--- config.mk ---
export PLATFORM = sky130hd
export DESIGN_NAME = vw_d2h_group
export DESIGN_NICKNAME = d
export VERILOG_FILES = /design/src/rtl/vw_d2h_pkg.sv /design/src/rtl/vw_rst_edge.sv /design/src/rtl/vw_cfg_reg.sv /design/src/rtl/vw_wire_bank.sv /design/src/rtl/vw_d2h_group.sv
export SDC_FILE = /design/constraint.sdc
export NUM_CORES = 1
export LEC_CHECK = 0
export BUFFER_PORTS_ARGS = -buffer_cell sky130_fd_sc_hd__buf_4
export CORE_ASPECT_RATIO = 0.7
export CORE_MARGIN = 10
export CORE_UTILIZATION = 30
export CTS_CLUSTER_SIZE = 12
export DETAILED_ROUTE_END_ITERATION = 10
export GPL_ROUTABILITY_DRIVEN = 0
export PLACE_DENSITY = 0.62
export SETUP_SLACK_MARGIN = 0.02
export SKIP_LAST_GASP = 1
export SYNTH_ARGS = -nofsm -noshare
export SYNTH_HDL_FRONTEND = slang
export SYNTH_SLANG_ARGS = --single-unit
--- constraint.sdc ---
create_clock -name clk -period 2.5 [get_ports clk]
set_input_delay 0.5 -clock clk [delete_from_list [all_inputs] [get_ports clk]]
set_output_delay 0.5 -clock clk [all_outputs]
set_load 0.05 [all_outputs]
--- src/rtl/vw_d2h_pkg.sv ---
package vw_d2h_pkg;
  localparam int NW     = 4;          // wires per group
  localparam int SRC_W  = 2;          // width of the reset select field
  localparam int NRST   = 1 << SRC_W; // number of reset inputs
  localparam int STRIDE = 8;          // bit distance between wires in the states word

  typedef logic [NW-1:0] wires_t;

  // Pull the wire values out of a states word.
  function automatic wires_t states_from_word(logic [31:0] w);
    wires_t r;
    for (int k = 0; k < NW; k++) r[k] = w[k*STRIDE];
    return r;
  endfunction

  // Spread wire values back into a states word.
  function automatic logic [31:0] states_to_word(wires_t s);
    logic [31:0] r;
    r = '0;
    for (int k = 0; k < NW; k++) r[k*STRIDE] = s[k];
    return r;
  endfunction

  // Data byte: pending flags above, wire values below.
  function automatic logic [7:0] msg_byte(wires_t pend, wires_t s);
    return {pend, s};
  endfunction

  // Keep the host index at or above the floor.
  function automatic logic [7:0] clamp_idx(logic [7:0] v, logic [7:0] floor_v);
    return (v < floor_v) ? floor_v : v;
  endfunction

  // Configuration word assembly.
  function automatic logic [31:0] cfg_word(logic [7:0] idx, logic [SRC_W-1:0] src,
                                           wires_t ld, wires_t pend);
    logic [31:0] r;
    r        = '0;
    r[7:0]   = idx;
    r[9:8]   = src;
    r[15:12] = ld;
    r[19:16] = pend;
    return r;
  endfunction
endpackage

--- src/rtl/vw_rst_edge.sv ---
module vw_rst_edge #(
  parameter int N  = 4,
  parameter int SW = 2
) (
  input  logic          clk,
  input  logic          rst_n,
  input  logic [N-1:0]  rst_in,
  input  logic [SW-1:0] sel,
  output logic          load
);
  logic [N-1:0] prev;
  logic [N-1:0] rise;

  // Held high in reset so an input already high at release is not an edge.
  always_ff @(posedge clk or negedge rst_n) begin
    if (!rst_n) prev <= '1;
    else        prev <= rst_in;
  end

  for (genvar g = 0; g < N; g++) begin : g_rise
    assign rise[g] = rst_in[g] & ~prev[g];
  end

  assign load = rise[sel];
endmodule

--- src/rtl/vw_cfg_reg.sv ---
module vw_cfg_reg
  import vw_d2h_pkg::*;
#(
  parameter logic [7:0] MIN_IDX = 8'd2
) (
  input  logic             clk,
  input  logic             rst_n,
  input  logic             wr,
  input  logic [31:0]      wdata,
  output logic [7:0]       idx,
  output logic [SRC_W-1:0] src,
  output wires_t           ld_val
);
  always_ff @(posedge clk or negedge rst_n) begin
    if (!rst_n) begin
      idx    <= MIN_IDX;
      src    <= '0;
      ld_val <= '0;
    end else if (wr) begin
      idx    <= clamp_idx(wdata[7:0], MIN_IDX);
      src    <= wdata[9:8];
      ld_val <= wdata[15:12];
    end
  end
endmodule

--- src/rtl/vw_wire_bank.sv ---
module vw_wire_bank
  import vw_d2h_pkg::*;
(
  input  logic   clk,
  input  logic   rst_n,
  input  logic   load,
  input  wires_t ld_val,
  input  logic   st_wr,
  input  wires_t st_new,
  input  logic   fire,
  output wires_t wires,
  output wires_t pend
);
  wires_t diff;
  wires_t carried;

  assign diff    = st_wr ? (st_new ^ wires) : '0;
  assign carried = fire ? pend : '0;

  always_ff @(posedge clk or negedge rst_n) begin
    if (!rst_n) begin
      wires <= '0;
      pend  <= '0;
    end else if (load) begin
      wires <= ld_val;
      pend  <= '0;
    end else begin
      if (st_wr) wires <= st_new;
      pend <= (pend & ~carried) | diff;
    end
  end
endmodule

--- src/rtl/vw_d2h_group.sv ---
module vw_d2h_group
  import vw_d2h_pkg::*;
#(
  parameter logic [7:0] MIN_IDX = 8'd2
) (
  input  logic            clk,
  input  logic            rst_n,
  input  logic [NRST-1:0] grp_rst_i,
  input  logic            reg_wr_i,
  input  logic            reg_sel_i,
  input  logic [31:0]     reg_wdata_i,
  output logic [31:0]     reg_rdata_o,
  output logic            tx_req_o,
  output logic [7:0]      tx_index_o,
  output logic [7:0]      tx_data_o,
  input  logic            tx_ack_i
);
  logic             cfg_wr;
  logic             st_wr;
  logic             tx_fire;
  logic             rst_load;
  logic [7:0]       idx;
  logic [SRC_W-1:0] src;
  wires_t           ld_val;
  wires_t           st_new;
  wires_t           wires;
  wires_t           pend;

  assign cfg_wr  = reg_wr_i & ~reg_sel_i;
  assign st_wr   = reg_wr_i &  reg_sel_i;
  assign st_new  = states_from_word(reg_wdata_i);
  assign tx_fire = tx_req_o & tx_ack_i;

  vw_cfg_reg #(.MIN_IDX(MIN_IDX)) u_cfg (
    .clk(clk), .rst_n(rst_n), .wr(cfg_wr), .wdata(reg_wdata_i),
    .idx(idx), .src(src), .ld_val(ld_val)
  );

  vw_rst_edge #(.N(NRST), .SW(SRC_W)) u_edge (
    .clk(clk), .rst_n(rst_n), .rst_in(grp_rst_i), .sel(src), .load(rst_load)
  );

  vw_wire_bank u_bank (
    .clk(clk), .rst_n(rst_n), .load(rst_load), .ld_val(ld_val),
    .st_wr(st_wr), .st_new(st_new), .fire(tx_fire),
    .wires(wires), .pend(pend)
  );

  assign tx_req_o    = |pend;
  assign tx_index_o  = idx;
  assign tx_data_o   = msg_byte(pend, wires);
  assign reg_rdata_o = reg_sel_i ? states_to_word(wires) : cfg_word(idx, src, ld_val, pend);
endmodule

## Word-level counts from Yosys, hierarchy flattened

Cells that the tools add are included.
Widths: inputs -> output; s select.

- $lt $le $gt $ge: 2
- Mux-type cells: 9
- Bitwise gates (word level): 16
- Reductions and logical operators: 2

Operators by type and width:

| kind | number |
|---|---|
| $mux 25 | 1 |
| $mux 4 | 5 |
| $lt 8x2->1 const B | 1 |
| $mux 8 | 1 |
| $and 1x1->1 | 7 |
| $not 1->1 | 5 |
| $and 4x4->4 | 1 |
| $not 4->4 | 1 |
| $or 4x4->4 | 1 |
| $reduce_or 4->1 | 1 |
| $xor 4x4->4 | 1 |
| $lt 2x3->1 const B | 1 |
| $bmux 1 s2 | 1 |
| $reduce_bool 2->1 | 1 |
| $mux 1 | 1 |

- Bits in registers: 26
- Bits of input ports: 41
- Output and inout bits: 49
- Word-level logic and storage cells: 35

## Logic depth before layout (Yosys ltp)

Gate-level depths: netlist of run 1.

- Depth after elaboration: 7
- Mapped depth: 5
- Mapped depth without buffers: 3

## By module

Synthesis of run 1 repeated with hierarchy kept, for this count alone.

- Cells, all modules: 115
- Area total of the unflattened synthesis: 1,391.3 sq um

Modules (own cells, without submodules):

| module | instances | cells each | area each (sq um) | sequential area each (sq um) |
|---|---|---|---|---|
| vw_cfg_reg | 1 | 35 | 569.3 | 351.6 |
| vw_wire_bank | 1 | 32 | 387.9 | 200.2 |
| vw_d2h_group | 1 | 39 | 281.5 | 0.0 |
| vw_rst_edge | 1 | 9 | 152.6 | 105.1 |

## Worst setup path before layout of run 1

No wires, ideal clock.

- Kind: input-to-output
- From: in reg_sel_i
- To: out reg_rdata_o[12]
- Arrival: 1.618 ns
- Required time: 2.000 ns
- Slack: 0.382 ns
- Stages: 3
- Path buffers: 2
- Cells stage by stage: clkbuf_1 -> clkbuf_1 -> nor2b_1

- Word-level cells in the longest chain between the ends: 1

RTL lines:

| what | line | text |
|---|---|---|
| start: declaration | vw_d2h_group.sv:10 | `input logic reg_sel_i,` |
| $mux 25 | vw_d2h_group.sv:52 | `assign reg_rdata_o = reg_sel_i ? states_to_word(wires) : cfg_word(idx, src, ld_val, pend);` |
| end: declaration | vw_d2h_group.sv:12 | `output logic [31:0] reg_rdata_o,` |

No other way between the ends.

## Worst setup path in the final report of run 1

- From: reg u_bank.pend[3]
- To: out tx_req_o

- Word-level cells in the longest chain between the ends: 1

RTL lines:

| what | line | text |
|---|---|---|
| start: declaration | vw_wire_bank.sv:12 | `output wires_t pend` |
| start signal: assignment | vw_wire_bank.sv:29 | `pend <= (pend & ~carried) \| diff;` |
| $reduce_or 4->1 | vw_d2h_group.sv:49 | `assign tx_req_o = \|pend;` |
| end: declaration | vw_d2h_group.sv:13 | `output logic tx_req_o,` |

No other way between the ends.

==> Implementation_results.wiki, run 1 <==
{| class="wikitable"
! Metric !! Value
|-
| Static leakage || ~0.00089 uW
|-
| Number of violations of the max-capacitance limit || 0
|-
| Antenna Violating Nets Remaining || 0
|-
| Count of yosys warnings during synthesis || 0
|-
| Family of cells with the greatest summed delay on the critical path || simple AND/OR/NAND/NOR gates
|-
| Prevailing post-synth register cell || dfrtp_1
|-
| Cell types with the largest area share after synthesis || dfrtp_1, mux2_2, dfstp_2
|-
| CP Cell Sequence || or4_1 > buf_4
|-
| Cell Pwr Density || 869.0 nW/um^2
|-
| Placed cell count || 222
|-
| Core footprint || between 4000 and 5000 sq um
|-
| Longest Clk Path Bufs || 2
|-
| Final count of pins violating max slew || 0
|-
| Clock tree from TritonCTS || yes
|-
| Unrepaired setup endpoints after global routing || false
|-
| Cell Rows || 20
|-
| Kind of critical path || flop to output pin
|-
| Vias in the first global route || 1095
|-
| Setup crit start kind || flop
|-
| Clk sinks || 26
|-
| Share of synthesized area occupied by flip-flops and latches || between 40% and 50%
|-
| Clock root buffer || clkbuf_8
|-
| R2r setup slk || between 0.8 and 0.9 ns
|-
| Boundary Pins || 90
|-
| Drt via density || 4.447
|-
| Fraction of final layout cells with drive strength greater than 1 || between 50 and 60%
|-
| Area overhead of the layout relative to synthesis || 36.16%
|-
| Number of standard cells in the final layout excluding fillers || about 230
|-
| Design area || between 1500 and 2000 sq um
|-
| Buffers on Ports || 60
|-
| Arrival time of data at the critical path endpoint || around 1.4 ns
|-
| Starting Density || 31.29%
|-
| Startpoint of the lowest-slack register-to-register path || u_edge.prev[3]
|-
| Setup WS post-layout || roughly 0.59 ns
|-
| Asr flop ratio synth || 100.0%
|-
| Number of buffers inserted during clock tree synthesis || 3
|-
| Initial antenna violation count || 0
|-
| Crit path capture type || output pin
|-
| Cell area after placement || around 1800 sq um
|-
| Setup crit start || u_bank.pend[3]
|-
| Synthesized instance count || ~110
|-
| Total wirelength of the detailed-routed design || around 3.6 mm
|-
| Count of flip-flops with a built-in enable after synthesis || 0
|-
| Buf+Inv Stages, Crit Path || 1
|-
| Total of cells resized after clock tree synthesis || 0
|-
| Distinct cell type count after synthesis || 28
|-
| Wire length of the first global-routing pass || around 5.7 mm
|-
| Worst reg2reg path depth || 3
|-
| Slew Limit Headroom || 53.90%
|-
| Y dimension of the die || around 77 microns
|-
| Peak fanout along the critical path || 4
|-
| GRT Residual Overflow || 0
|-
| Number of H-tree levels || 1
|-
| Maximum single-stage delay on the critical path || 0.52 ns
|-
| Clock-pin slew of the registers on the worst-case setup and hold paths || roughly 0.09 ns
|-
| Library cell with the largest summed area after synthesis || dfrtp_1
|-
| Number of antenna repair diodes || 0
|-
| Clock latency on the worst-skew pair || between 0.2 and 0.3 ns
|-
| Hold Vio Cnt, Final || 0
|-
| Area used by sequential logic in the layout || between 600 and 700 sq um
|-
| Min cycle time layout || around 1.9 ns
|-
| Avg Cell Area, Syn || between 10 and 15 sq um
|-
| Highest achievable clock rate || approximately 520 MHz
|-
| Total of flip-flops plus latches after synthesis || 26
|-
| Slowest-stage cell, CP || or4_1
|-
| Fin Setup TNS || 0 ns
|-
| Area share of the largest cell type after synthesis || a little under two fifths
|-
| Reg-to-Reg End || u_bank.wires[1]
|-
| Die ar. || approximately 7700 sq um
|-
| Worst Setup Slack post-DPL || roughly 0.60 ns
|-
| Setup Fix Bufs, Post-CTS || 0
|-
| Hold Crit Class || primary input to async pin
|-
| First-pass DRT Iterations || 4
|-
| Outcome || finished clean
|-
| Number of remaining DRC errors || 0
|-
| Worst-case vdd ir drop || slightly above 0.0006 V
|-
| Routed WL per cell || 15.99 microns
|-
| Transition time at the pin with the least slew margin || about 0.7 ns
|-
| Overall global routing resource usage || 8.949%
|-
| Worst hold margin || 0.1278 ns
|-
| Part of the cycle the worst path needs || between 70% and 80%
|-
| Required time of the critical path || ~2.0 ns
|-
| Largest net degree at the start of global routing || 27
|-
| Number of hold buffers added after CTS || 0
|-
| Total Nets Final || about 210
|-
| Vias post-DR || approximately 1000
|-
| Horizontal die dimension || ~100 microns
|-
| HPWL reported at the end of detailed placement || 2.993 mm
|-
| Count of filler cells inserted in the layout || between 400 and 500
|-
| Post-synth design cell area || approximately 1400 sq um
|-
| Area of the multi-input gates || around 640 sq um
|-
| Post-Route Skew || approximately 0.0072 ns
|-
| Count of final setup violators || 0
|-
| Initial DRC Count || 8
|}
==> layer usage <==
metal	track usage, %	vias up	wire (microns)
li1	-	477	-
met4	0.8451	0	7
met2	14.08	44	1666
met5	0	-	0
met3	4.801	2	417
met1	10.82	482	1522
==> sequential cells by signal (all words and copies together), names as in the netlist <==
signal,cells
u_bank.pend,4
u_edge.prev,4
u_cfg.ld_val,4
u_cfg.src,2
u_bank.wires,4
u_cfg.idx,8
==> cell usage in the layout, fill, tap and decap left out, types with 2 or more instances in the layout <==
master,netlist,routed
nand2_1,2,2
nor2_1,4,4
a2bb2oi_1,4,4
dfrtp_1,21,21
conb_1,1,13
buf_4,13,60
mux2_2,20,20
nor2b_1,15,15
dfstp_2,5,5
xnor2_1,4,4
clkbuf_8,0,3
mux2_1,4,4
==> per-stage QoR <==
stage / utilization [%] / total power (uW)
global route: 42.60 / 1715
global placement: 41.57 / 1392
detailed placement: 41.57 / 1401
CTS: 42.60 / 1649
finish: 42.60 / 1621
floorplan: - / 1160
==> cells in the mapped netlist, types with 2 or more instances <==
cell type  instances
dfstp_2            5
nand2_1            2
mux2_2            20
dfrtp_1           21
a2bb2oi_1          4
xnor2_1            4
nor2_1             4
clkbuf_1           3
nor2b_1           15
buf_4             13
mux2_1             4
==> worst max path at each step <==
stage | endpoint | slack (ns) | depth (start not counted)
2_1_floorplan | reg_rdata_o[12] | 0.38 | 3
3_3_place_gp | u_cfg.idx[2] | 0.65 | 3
3_5_place_dp | u_cfg.idx[5] | 0.60 | 3
4_1_cts | tx_req_o | 0.58 | 2
5_1_grt | tx_req_o | 0.51 | 2
6_report | tx_req_o | 0.59 | 2
==> report_power, final <==
part           switching (uW)  total, uW  leakage, uW  internal, uW
Sequential               68.9        564     0.000305           495
Combinational             537        819     0.000562           282
Clock                     125        239    0.0000228           114
==> logic make-up (layout without fill, tap and decap cells) <==
kind of cell	count (synthesis)	in the layout	share of synthesized area, %
compound gates	7	7	3.835
other cells	1	13	0.2737
flops	26	26	47.95
mux	24	24	19.73
xor+xnor	4	4	2.557
simple gates	32	32	17.08
buf+inv	18	65	8.584
==> cell type report <==
class | instances | area share [%]
clock buffers | 4 | 2.414
repair buffers | 60 | 24.14
flip-flops and latches | 26 | 35.21
well taps | 55 | 3.689
inverters | 1 | 0.2012
multi-input cells | 80 | 34.34
==> worst register-to-register path, cell delays in order (launching register included) <==
cell and delay, ns:
dfstp_2 0.52, and4b_1 0.22, nor4_4 0.43, mux2_1 0.36
Note: power is estimated with default switching activity, not from simulation.
==> run 2: changes to the inputs <==
--- a/config.mk
+++ b/config.mk
@@ -12,7 +12,7 @@
 export CTS_CLUSTER_SIZE = 12
 export DETAILED_ROUTE_END_ITERATION = 10
 export GPL_ROUTABILITY_DRIVEN = 0
-export PLACE_DENSITY = 0.62
+export PLACE_DENSITY = 0.65
 export SETUP_SLACK_MARGIN = 0.02
 export SKIP_LAST_GASP = 1
 export SYNTH_ARGS = -nofsm -noshare
==> constraint.sdc (replaced) <==
create_clock -name clk -period 1.6 [get_ports clk]
set_input_delay 0.32 -clock clk [delete_from_list [all_inputs] [get_ports clk]]
set_output_delay 0.32 -clock clk [all_outputs]
set_load 0.05 [all_outputs]
==> run 2 against run 1 <==
The run now ends with setup timing left. Cell count up 7.1%. Final area up 12%. Total power up 72%. Register-to-register slack worse by 0.82 ns. Highest routed layer unchanged. Critical path depth unchanged. Largest cell class is now multi-input gates. Die area unchanged. Clock-buffer cell count unchanged. Critical path type unchanged.
==> Implementation_results.wiki, run 2 (synthesis gave the netlist of run 1 again) <==
{| class="wikitable"
! Metric !! Value
|-
| Clock root buffer || clkbuf_8
|-
| Clk pwr share || between 10% and 20%
|-
| Die ar. || about 7700 sq um
|-
| Overall global routing resource usage || around a tenth
|-
| Largest net degree at the start of global routing || 27
|-
| Fraction of final layout cells with drive strength greater than 1 || between 60% and 70%
|-
| Number of antenna repair diodes || 0
|-
| Family of cells with the greatest summed delay on the critical path || simple AND/OR/NAND/NOR gates
|-
| Vias in the first global route || 1176
|-
| Most common cell after layout, fill and taps aside || buf_4
|-
| Static leakage || ~0.0010 uW
|-
| Longest Clk Path Bufs || 2
|-
| Commonest non-fill, non-tap cells in the layout || buf_4, mux2_2, dfrtp_1
|-
| Buffers on Ports || 60
|-
| Most flops, register || u_cfg.idx
|-
| Number of violations of the max-capacitance limit || 0
|-
| Worst Setup Slack post-DPL || -0.02837 ns
|-
| Y dimension of the die || approximately 77 microns
|-
| Core footprint || between 4000 and 5000 sq um
|-
| Placed cell count || roughly 230
|-
| Clock latency on the worst-skew pair || about 0.27 ns
|-
| Boundary Pins || 90
|-
| Area overhead of the layout relative to synthesis || 52.51%
|-
| Vias post-DR || between 1000 and 1500
|-
| Number of buffers inserted during clock tree synthesis || 3
|-
| Clk sinks || 26
|-
| Initial antenna violation count || 0
|-
| HPWL reported at the end of detailed placement || 3.214 mm
|-
| Maximum single-stage delay on the critical path || 0.52 ns
|-
| Switching power summed over all nets || ~1200 uW
|-
| Kind of critical path || flop to output pin
|-
| Number of standard cells in the final layout excluding fillers || ~240
|-
| First-pass DRT Iterations || 4
|-
| Final count of pins violating max slew || 0
|-
| Setup crit start kind || flop
|-
| Clock tree from TritonCTS || yes
|-
| Peak fanout along the critical path || 2
|-
| Outcome || finished with violations
|-
| Hold Crit Class || primary input to flop
|-
| Starting Density || about 31%
|-
| Initial DRC Count || 19
|-
| CP Cell Sequence || or4_4 > buf_8
|-
| Fin Setup TNS || -0.09068 ns
|-
| Proportion of total power due to net switching || between 40% and 50%
|-
| Number of remaining DRC errors || 0
|-
| Cell Rows || 20
|-
| Portion of total power attributed to combinational logic || between 50% and 60%
|-
| Routed WL per cell || between 15 and 20 microns
|-
| Min cycle time layout || about 1.7 ns
|-
| Clock-pin slew of the registers on the worst-case setup and hold paths || around 0.090 ns
|-
| Unrepaired setup endpoints after global routing || true
|-
| Cell Pwr Density || between 1000 and 1500 nW/um^2
|-
| Count of final setup violators || 1
|-
| Violated checks || setup timing
|-
| Setup WS post-layout || -0.09068 ns
|-
| Hold Vio Cnt, Final || 0
|-
| Total wirelength of the detailed-routed design || 3.931 mm
|-
| Crit path capture type || output pin
|-
| Worst hold margin || approximately 0.16 ns
|-
| Number of H-tree levels || 1
|-
| Highest achievable clock rate || between 500 and 600 MHz
|-
| GRT Residual Overflow || 0
|-
| Antenna Violating Nets Remaining || 0
|-
| Count of filler cells inserted in the layout || around 420
|-
| Sequential Power Share || between 30% and 40%
|-
| Worst-case vdd ir drop || between 0.0007 and 0.0008 V
|-
| Arrival time of data at the critical path endpoint || approximately 1.4 ns
|-
| Total power || 2792 uW
|-
| Part of the cycle the worst path needs || 105.7%
|-
| Flip-flop count of the largest register, all copies and words added || 8
|-
| Post-Route Skew || 0.001678 ns
|-
| Required time of the critical path || between 1 and 1.5 ns
|-
| Drt via density || ~4.4
|-
| Slowest-stage cell, CP || or4_4
|-
| Buf+Inv Stages, Crit Path || 1
|-
| Horizontal die dimension || 100.8 microns
|-
| Internal Dissipation || ~1600 uW
|-
| Total Nets Final || 229
|-
| Wire length of the first global-routing pass || just over 6 mm
|}
## run 2: cell types whose count changed in the layout (fill, tap and decap cells not counted), sizes merged
cell	before	now
buf	60	75
dlygate4sd3	0	1
## run 2: layer usage
layer	track usage (%)	share of wire, %	wire [microns]
met5	0	0	0
met4	0.8451	0.15	6
met3	4.710	11	441
met2	15.73	46	1812
met1	11.43	43	1671
## run 2: timing repair
item,CTS,global route
hold endpoints to repair,21,0
resized for setup,17,7
pin swaps,6,3
setup buffers,3,1
setup endpoints to repair,10,12
hold buffers,1,0
## run 2: power by group through the flow
stage                     clock [uW]  combinational, uW  sequential, uW
final                            423               1480             885
after detailed placement           0               1350             896
after global routing             471               1560             903
after floorplan                    0                664            1160
after global placement             0               1340             888
after CTS                        444               1470             883
## run 2: per-stage QoR
| stage | utilization, % | instance area (sq um) |
|---|---|---|
| 2_1_floorplan | - | 1421 |
| 3_3_place_gp | 43.77 | 1917 |
| 3_5_place_dp | 43.77 | 1917 |
| 4_1_cts | 47.09 | 2062 |
| 5_1_grt | 47.71 | 2090 |
| 6_report | 47.71 | 2090 |
## run 2: area by class of cell
cell class | count | area (sq um) | area share [%]
clock buffers | 4 | 55.05 | 2.635
inverters | 1 | 3.754 | 0.1796
multi-input cells | 80 | 694.4 | 33.23
flip-flops and latches | 26 | 660.6 | 31.62
well taps | 55 | 68.82 | 3.293
repair buffers | 76 | 606.8 | 29.04
## run 2: path summary, 6_finish.rpt
kind	start	to	slack, ns	depth (start not counted)
max in group asynchronous	rst_n	u_edge.prev[3]	0.81	2
min in group asynchronous	rst_n	u_cfg.idx[5]	0.49	2
min	grp_rst_i[3]	u_edge.prev[3]	0.16	1
max	u_bank.pend[0]	tx_req_o	-0.09	2
max reg2reg	u_cfg.src[1]	u_bank.wires[1]	0.03	5
min reg2reg	u_cfg.idx[1]	u_cfg.idx[1]	0.50	2
==> run 3: changes to the inputs <==
--- a/config.mk
+++ b/config.mk
@@ -13,6 +13,7 @@
 export DETAILED_ROUTE_END_ITERATION = 10
 export GPL_ROUTABILITY_DRIVEN = 0
 export PLACE_DENSITY = 0.65
+export REMOVE_ABC_BUFFERS = 1
 export SETUP_SLACK_MARGIN = 0.02
 export SKIP_LAST_GASP = 1
 export SYNTH_ARGS = -nofsm -noshare
==> run 3 against run 2 <==
The flow still finishes with violations (setup timing). Clock power grew 28%. Cell count shrank 3.3%. Critical path depth is the same. Maximum frequency grew 0.56%. Critical endpoint unchanged.
==> Implementation_results.wiki, run 3 (synthesis gave the netlist of run 1 again) <==
{| class="wikitable"
! Metric !! Value
|-
| Outcome || finished with violations
|-
| Violated checks || setup timing
|-
| Number of buffers inserted during clock tree synthesis || 3
|-
| Initial DRC Count || 35
|-
| Hold Crit Class || primary input to flop
|-
| Static leakage || between 0.0009 and 0.001 uW
|-
| Area used by sequential logic in the layout || about 660 sq um
|-
| Drt via density || 4.397
|-
| Kind of critical path || flop to output pin
|-
| Overall global routing resource usage || about a tenth
|-
| Area of the multi-input gates || 676.9 sq um
|-
| HPWL reported at the end of detailed placement || roughly 3.1 mm
|-
| Count of filler cells inserted in the layout || about 400
|-
| Area overhead of the layout relative to synthesis || 46.67%
|-
| Starting Density || between 30% and 40%
|-
| Count of final setup violators || 1
|-
| Largest net degree at the start of global routing || 27
|-
| Worst reg2reg path depth || 4
|-
| Setup crit start || u_bank.pend[3]
|-
| Required time of the critical path || around 1.3 ns
|-
| Die ar. || between 7000 and 8000 sq um
|-
| Vias post-DR || about 1000
|-
| Longest Clk Path Bufs || 2
|-
| Buffers on Ports || 60
|-
| Clock root buffer || clkbuf_8
|-
| Startpoint of the lowest-slack register-to-register path || u_edge.prev[3]
|-
| Routed WL per cell || roughly 16 microns
|-
| Flip-flop count of the largest register, all copies and words added || 8
|-
| Core utilization of the finished layout || a little under half
|-
| Clk pwr share || a little under a fifth
|-
| Reg-to-Reg End || u_bank.wires[0]
|-
| Number of violations of the max-capacitance limit || 0
|-
| Antenna Violating Nets Remaining || 0
|-
| Worst-case vdd ir drop || 0.0007447 V
|-
| Cell area after placement || around 1900 sq um
|-
| Fraction of final layout cells with drive strength greater than 1 || between 60% and 70%
|-
| Wire length of the first global-routing pass || approximately 6 mm
|-
| Number of antenna repair diodes || 0
|-
| Unrepaired setup endpoints after global routing || true
|-
| Crit path capture type || output pin
|-
| Final count of pins violating max slew || 0
|-
| Post-Route Skew || around 0.0038 ns
|-
| Internal Dissipation || around 1600 uW
|-
| Commonest non-fill, non-tap cells in the layout || buf_4, mux2_2, dfrtp_1
|-
| Worst Setup Slack post-DPL || -0.05039 ns
|-
| Y dimension of the die || 76.54 microns
|-
| CP endpoint || tx_req_o
|-
| Fin Setup TNS || -0.08126 ns
|-
| Sequential Power Share || between 30% and 40%
|-
| Design area || ~2000 sq um
|-
| Highest achievable clock rate || 594.8 MHz
|-
| Arrival time of data at the critical path endpoint || between 1 and 1.5 ns
|-
| Switching power summed over all nets || roughly 1200 uW
|-
| Cell Pwr Density || 1405 nW/um^2
|-
| Clk sinks || 26
|-
| Total Nets Final || about 220
|-
| Min cycle time layout || approximately 1.7 ns
|-
| Hold Vio Cnt, Final || 0
|-
| Clock latency on the worst-skew pair || 0.27 ns
|-
| Vias in the first global route || between 1000 and 1500
|-
| Proportion of total power due to net switching || 42.12%
|-
| Clock-pin slew of the registers on the worst-case setup and hold paths || roughly 0.09 ns
|-
| First-pass DRT Iterations || 3
|-
| Most common cell after layout, fill and taps aside || buf_4
|-
| Part of the cycle the worst path needs || 105.1%
|-
| R2r setup slk || 0.01 ns
|-
| GRT Residual Overflow || 0
|-
| Setup WS post-layout || -0.08126 ns
|-
| Horizontal die dimension || between 100 and 150 microns
|-
| Core footprint || roughly 4400 sq um
|-
| Most flops, register || u_cfg.idx
|-
| Cell Rows || 20
|-
| Setup crit start kind || flop
|-
| Portion of total power attributed to combinational logic || 49.6%
|-
| Initial antenna violation count || 0
|-
| Number of remaining DRC errors || 0
|-
| Total power || between 2000 and 3000 uW
|-
| Number of H-tree levels || 1
|-
| Boundary Pins || 90
|-
| Peak fanout along the critical path || 2
|-
| Total wirelength of the detailed-routed design || between 3 and 4 mm
|-
| Clock tree from TritonCTS || yes
|}
-- run 3: per-stage QoR --
step                instances  hold slack (ns)
floorplan                 107          0.02441
global placement          228           0.2413
detailed placement        228           0.2475
CTS                       234           0.1543
global route              234           0.1481
finish                    234           0.1614
-- run 3: layout make-up --
type | count | area share, %
Sequential cell | 26 | 32.81
Tap cell | 55 | 3.425
Timing Repair Buffer | 68 | 26.34
Clock inverter | 1 | 1.494
Multi-Input combinational cell | 80 | 33.69
Clock buffer | 3 | 2.055
Inverter | 1 | 0.1868
-- run 3: power groups by stage --
stage | registers, uW | clock network (uW) | logic (uW)
2_1_floorplan | 1160 | 0 | 620
3_3_place_gp | 875 | 0 | 1340
3_5_place_dp | 886 | 0 | 1340
4_1_cts | 877 | 557 | 1410
5_1_grt | 896 | 581 | 1470
6_report | 881 | 541 | 1400
-- run 3: worst min-delay path by stage --
| stage | slack (ns) | start | cells after the start | to |
|---|---|---|---|---|
| detailed placement | 0.25 | rst_n | 1 | u_cfg.ld_val[1] |
| finish | 0.16 | grp_rst_i[2] | 1 | u_edge.prev[2] |
| global placement | 0.24 | rst_n | 1 | u_cfg.ld_val[1] |
| floorplan | 0.02 | rst_n | 0 | u_bank.pend[0] |
| CTS | 0.15 | grp_rst_i[2] | 1 | u_edge.prev[2] |
| global route | 0.15 | grp_rst_i[1] | 1 | u_edge.prev[1] |
-- run 3: repair_timing --
item,4_1_cts,5_1_grt
resized for setup,10,1
hold buffers,1,0
setup buffers,1,0
endpoints found under the hold margin,21,0
setup endpoints to repair,5,5
pin swaps,2,1
-- run 3: worst max-delay path, cell delays in order, from the launching register on --
cell	delay [ns]
dfrtp_1	0.39
or4_4	0.54
buf_6	0.17
-- run 3: layer usage --
| layer | track usage, % | vias to the layer above | share of wire [%] |
|---|---|---|---|
| met5 | 0 | - | 0 |
| met4 | 1.690 | 0 | 0.29 |
| li1 | - | 494 | - |
| met2 | 14.33 | 47 | 44 |
| met3 | 5.707 | 2 | 12 |
| met1 | 11.43 | 486 | 43 |
